### src/rtl/rbcgen_pkg.sv
package rbcgen_pkg;

  typedef enum logic {
    RATE_WORD  = 1'b0,
    RATE_SPLIT = 1'b1
  } rateSel_e;

  typedef struct packed {
    logic slotEdge;
    logic midEdge;
  } slotStrobe_t;

endpackage

### src/rtl/rbcgen_datapath.sv
module rbcgen_datapath
  import rbcgen_pkg::*;
#(
  parameter int WORD_W = 10,
  parameter int PIPE_DEPTH = 8,
  parameter int MARK_W = 7,
  parameter logic [MARK_W-1:0] COMMA_PAT = 7'b1111100
) (
  input  logic              clk,
  input  logic              rst,
  input  slotStrobe_t       strobe,
  input  logic [WORD_W-1:0] rxWord,
  input  logic              rxValid,
  input  logic              commaDetEn,
  output logic [WORD_W-1:0] dataOut,
  output logic              commaFlag,
  output logic              curComma,
  output logic              nextComma
);

  localparam int LAST = PIPE_DEPTH - 1;
  localparam int PEEK = PIPE_DEPTH - 2;

  logic [WORD_W-1:0] wordPipe [PIPE_DEPTH];
  logic              markPipe [PIPE_DEPTH];
  logic              markIn;

  // Both polarities of the comma pattern, on valid words only.
  assign markIn = rxValid &&
                  ((rxWord[MARK_W-1:0] == COMMA_PAT) ||
                   (rxWord[MARK_W-1:0] == ~COMMA_PAT));

  always_ff @(posedge clk) begin
    if (rst) begin
      for (int s = 0; s < PIPE_DEPTH; s++) begin
        wordPipe[s] <= '0;
        markPipe[s] <= 1'b0;
      end
    end else if (strobe.slotEdge) begin
      wordPipe[0] <= rxWord;
      markPipe[0] <= markIn;
      for (int s = 1; s < PIPE_DEPTH; s++) begin
        wordPipe[s] <= wordPipe[s-1];
        markPipe[s] <= markPipe[s-1];
      end
    end
  end

  assign dataOut   = wordPipe[LAST];
  assign curComma  = markPipe[LAST];
  assign nextComma = markPipe[PEEK];
  assign commaFlag = commaDetEn & curComma;


  data_hold_chk: assert property (@(posedge clk) disable iff (rst)
    strobe.midEdge |=> $stable(dataOut));


  run_carry_chk: assert property (@(posedge clk) disable iff (rst)
    (strobe.slotEdge && nextComma) |=> curComma);

endmodule

### src/rtl/rbcgen_ctrl.sv
module rbcgen_ctrl
  import rbcgen_pkg::*;
(
  input  logic        clk,
  input  logic        rst,
  input  logic        splitRate,
  input  logic        curComma,
  input  logic        nextComma,
  output slotStrobe_t strobe,
  output logic        clkOutP,
  output logic        clkOutN
);

  logic     phase;
  logic     stretch;
  logic     levelNext;
  rateSel_e rateSel;

  assign rateSel = rateSel_e'(splitRate);

  // phase 0: first half of a slot, phase 1: second half
  always_ff @(posedge clk) begin
    if (rst) phase <= 1'b0;
    else     phase <= ~phase;
  end

  always_comb begin
    strobe.slotEdge = phase;
    strobe.midEdge  = ~phase;
  end

  // Hold one extra word period so the coming leading comma meets a rise.
  assign stretch = (rateSel == RATE_SPLIT) && !clkOutP && nextComma && !curComma;

  always_comb begin
    levelNext = clkOutP;
    if (strobe.midEdge) begin
      if (rateSel == RATE_SPLIT) levelNext = stretch ? clkOutP : ~clkOutP;
      else                       levelNext = 1'b1;
    end else if (rateSel == RATE_WORD) begin
      levelNext = 1'b0;
    end
  end

  always_ff @(posedge clk) begin
    if (rst) begin
      clkOutP <= 1'b0;
      clkOutN <= 1'b1;
    end else begin
      clkOutP <= levelNext;
      clkOutN <= ~levelNext;
    end
  end


  word_high_chk: assert property (@(posedge clk) disable iff (rst)
    (!phase && !splitRate) |=> clkOutP);


  word_low_chk: assert property (@(posedge clk) disable iff (rst)
    (phase && !splitRate) |=> !clkOutP);


  complement_chk: assert property (@(posedge clk) disable iff (rst)
    clkOutN != clkOutP);


  split_boundary_chk: assert property (@(posedge clk) disable iff (rst)
    (phase && splitRate) |=> $stable(clkOutP));


  lead_low_chk: assert property (@(posedge clk) disable iff (rst)
    (!phase && splitRate && $past(splitRate) && $past(splitRate, 2) &&
     curComma && !$past(curComma, 2)) |-> !clkOutP);


  lead_rise_chk: assert property (@(posedge clk) disable iff (rst)
    (!phase && splitRate && $past(splitRate) && $past(splitRate, 2) &&
     curComma && !$past(curComma, 2)) |=> clkOutP);


  run_toggle_chk: assert property (@(posedge clk) disable iff (rst)
    (!phase && splitRate && curComma && nextComma) |=> (clkOutP != $past(clkOutP)));

endmodule

### src/rtl/rx_byteclk_gen.sv
module rx_byteclk_gen
  import rbcgen_pkg::*;
#(
  parameter int WORD_W = 10,
  parameter int PIPE_DEPTH = 8,
  parameter int MARK_W = 7,
  parameter logic [MARK_W-1:0] COMMA_PAT = 7'b1111100
) (
  input  logic              clk,
  input  logic              rst,
  input  logic [WORD_W-1:0] rxWord,
  input  logic              rxValid,
  input  logic              commaDetEn,
  input  logic              splitRate,
  output logic [WORD_W-1:0] dataOut,
  output logic              commaFlag,
  output logic              clkOutP,
  output logic              clkOutN
);

  slotStrobe_t strobe;
  logic        curComma;
  logic        nextComma;

  rbcgen_datapath #(
    .WORD_W(WORD_W),
    .PIPE_DEPTH(PIPE_DEPTH),
    .MARK_W(MARK_W),
    .COMMA_PAT(COMMA_PAT)
  ) u_datapath (
    .clk(clk),
    .rst(rst),
    .strobe(strobe),
    .rxWord(rxWord),
    .rxValid(rxValid),
    .commaDetEn(commaDetEn),
    .dataOut(dataOut),
    .commaFlag(commaFlag),
    .curComma(curComma),
    .nextComma(nextComma)
  );

  rbcgen_ctrl u_ctrl (
    .clk(clk),
    .rst(rst),
    .splitRate(splitRate),
    .curComma(curComma),
    .nextComma(nextComma),
    .strobe(strobe),
    .clkOutP(clkOutP),
    .clkOutN(clkOutN)
  );

endmodule

### config.mk
export PLATFORM = sky130hd
export DESIGN_NAME = rx_byteclk_gen
export DESIGN_NICKNAME = d
export VERILOG_FILES = /design/src/rtl/rbcgen_pkg.sv /design/src/rtl/rbcgen_datapath.sv /design/src/rtl/rbcgen_ctrl.sv /design/src/rtl/rx_byteclk_gen.sv
export SDC_FILE = /design/constraint.sdc
export NUM_CORES = 1
export LEC_CHECK = 0
export CORE_ASPECT_RATIO = 1.75
export CORE_MARGIN = 3
export CORE_UTILIZATION = 55
export CTS_CLUSTER_SIZE = 25
export DETAILED_ROUTE_END_ITERATION = 8
export DONT_BUFFER_PORTS = 1
export PLACE_DENSITY = 0.73
export SLEW_MARGIN = 20
export SYNTH_ARGS = -nofsm -noshare
export SYNTH_HDL_FRONTEND = slang
export SYNTH_SLANG_ARGS = --single-unit
### constraint.sdc
create_clock -name clk -period 3.7 [get_ports clk]
set_input_delay 0.37 -clock clk [delete_from_list [all_inputs] [get_ports clk]]
set_output_delay 0.37 -clock clk [all_outputs]
set_load 0.02 [all_outputs]
==> summary.md <==
| Metric | Value |
|---|---|
| Worst Path Required | 3.90 ns |
| Post-DRT Antenna Nets | 0 |
| Leak pwr | 0.00137 µW |
| CP Capture Type | register |
| VDD IR-drop max | 435 µV |
| WP data arrival | 1.85 ns |
| Mapped Area | 3470 µm² |
| Sum of negative setup slack | 0 ns |
| Final setup margin | 2.05 ns |
| Port Buf Inserts | 0 |
| # resized after CTS | 0 |
| Largest net degree at the start of global routing | 90 |
| Initial Utilization | 57.6% |
| Fmax | 607 MHz |
| Min-Delay Startpoint | rst |
| # DRC | 0 |
| Routed length per instance | 13.5 µm |
| Status | finished, final reports clean |
| First-pass GRT wire length | 6.70 mm |
| Post-Route WL | 3.91 mm |
| Pwr dens | 540 nW/µm² |
| Share of layout cells above drive strength 1 | 8.06% |
| Pre-CTS setup slack | 1.96 ns |
| Layout area overhead | 6.28% |
| Postcts setup bufs | 0 |
| CTS tree | yes |
| Syn Nets | 228 |
| Slowest stage delay, CP | 0.81 ns |
| Largest delay share family, worst path | simple AND/OR/NAND/NOR gates |
| First-iteration detailed-routing DRC count | 111 |
| Mapped Cells | 213 |
| Yosys cell types | 21 |
| Slowest CP cell | nor2b_4 |
| Reg clk slew, reported paths | 0.08 ns |
| Number of global-route vias before repair | 1509 |
| Diode count | 0 |
| # hold bufs at CTS | 0 |
| Worst Setup Path Type | register to register |
| Boundary pin count | 28 |
| Die area | 7330 µm² |
| GR Util All Layers | 12.2% |
| Layout Utilization | 61.2% |
| Seq/Total Area, Yosys | 77.9% |
| Nets | 221 |
| Crit path from | u_ctrl.phase |
| Worst hold-check path type | primary input to register |
| Final hold vios | 0 |
| Max clock buf depth | 2 |
| R2r startpoint | u_ctrl.phase |
| Mean Syn Cell Area | 16.3 µm² |
| Max_cap viols | 0 |
| DPL Wire Length | 2.15 mm |
| CP Launch Type | register |
| Die width | 66.0 µm |
| DRT Pass-1 Iters | 4 |
| Worst Tran Pin Value | 0.959 ns |
| Placed cell count | 272 |
| Vias per Instance | 5.09 |
| Final Max Slew Viols | 0 |
| CORE AREA | 6020 µm² |
| Worst Hold Margin | 0.106 ns |
| Crit path time final | 1.65 ns |
| CP max FO | 66 |
| CP cell instances | nor2b_4, and2_2 |
| TritonCTS buffer count | 9 |
| Initial antenna violation count | 0 |
| Routability cong. | 0.636 |
| Clock sinks | 91 |
| Total number of vias | 1470 |
| RSZ-0062 raised after global routing | no |
| Final setup vio count | 0 |
| Crit share post-route | 44.5% |
| CTS root buf | clkbuf_8 |
| Syn. warnings | 0 |
| Worst rel slew slack | 35.9% |
| Synthesized flop and latch total | 91 |
| Final Non-Filler Cells | 289 |
| Overflow after GRT | 0 |
| Die Ht | 111 µm |
| Clock latency at the later pin of the worst-skew pair | 0.33 ns |
| Buf/Inv on CP | 0 |
| Std-Cell Rows | 37 |
| CTS H-tree depth | 3 |
| Clk_skew | 0.00739 ns |
[routing by layer]
layer  track usage, %  wire [µm]  part of all wire [%]
met3             4.36        167                   4.3
met4             5.70         61                   1.6
met2             19.0       2020                    52
met1             15.0       1660                    43
met5                0          0                     0
[through the flow]
stage	cell area, µm²	power, µW
finish	3690	1990
global route	3690	2070
detailed placement	3460	1330
floorplan	3470	1330
global placement	3460	1330
CTS	3670	2010
[placed cells by master (no fill, tap or decap), drive strengths merged, types with 2 or more instances in the layout]
cell type  Yosys  layout
clkbuf         8      10
edfxtp        88      88
dfxtp          3       3
nor2b         24      24
nand2          2       2
inv            2       2
clkinv         0       3
and2          66      66
bufinv         0       2
[synthesized netlist by cell type]
library cell  instances  area share [%]
edfxtp_1             88              76
and2_1               65              12
nor2b_1              23             4.1
buf_4                10             2.2
clkbuf_1              4            0.43
clkbuf_2              4            0.58
dfxtp_1               3             1.7
inv_1                 2            0.22
nand2_1               2            0.22
a21o_1                1            0.22
a21oi_1               1            0.14
a221o_1               1            0.29
a221oi_1              1            0.25
and2_2                1            0.22
buf_2                 1            0.14
nand4_1               1            0.18
nand4b_1              1            0.25
nor2b_2               1            0.25
nor4_1                1            0.18
or2_2                 1            0.18
or4b_1                1            0.29
[cell type report]
cell class	instances	area (µm²)
Sequential cell	91	2700
Fill cell	455	2330
Multi-Input combinational cell	101	651
Clock buffer	10	128
Tap cell	78	97.6
Clock inverter	6	80.1
Timing Repair Buffer	1	20.0
Inverter	2	7.51
[report_power, final]
group	switching [µW]	internal, µW
registers	32.9	1210
logic	41.1	25.4
clock network	306	375
[cell families after synthesis]
logic type / count (synthesis) / share of synthesized area, %
buffers and inverters: 21 / 3.54
flip-flops: 91 / 77.9
AND/OR/NAND/NOR: 97 / 17.6
AO/OA/AOI/OAI: 4 / 0.902
[state kept, by name (all words and copies together), names as in the netlist]
| signal | flops |
|---|---|
| u_ctrl.clkOutN | 1 |
| u_ctrl.phase | 1 |
| u_datapath.markPipe | 8 |
| u_ctrl.clkOutP | 1 |
| u_datapath.wordPipe | 80 |
[path summary, 6_finish.rpt]
kind,end,slack (ns),cells past startpoint
min,u_ctrl.clkOutP,0.11,1
max reg2reg,u_datapath.wordPipe[0][6],2.05,2
max,u_datapath.wordPipe[0][6],2.05,2
min reg2reg,u_datapath.markPipe[1][0],0.52,1
[worst register-to-register path, delay by kind of cell (launching register included)]
kind	cells	cell delay, ns
and+or+nand+nor	2	1.11
DFF	1	0.41
Power figures use the tool's default switching activity.
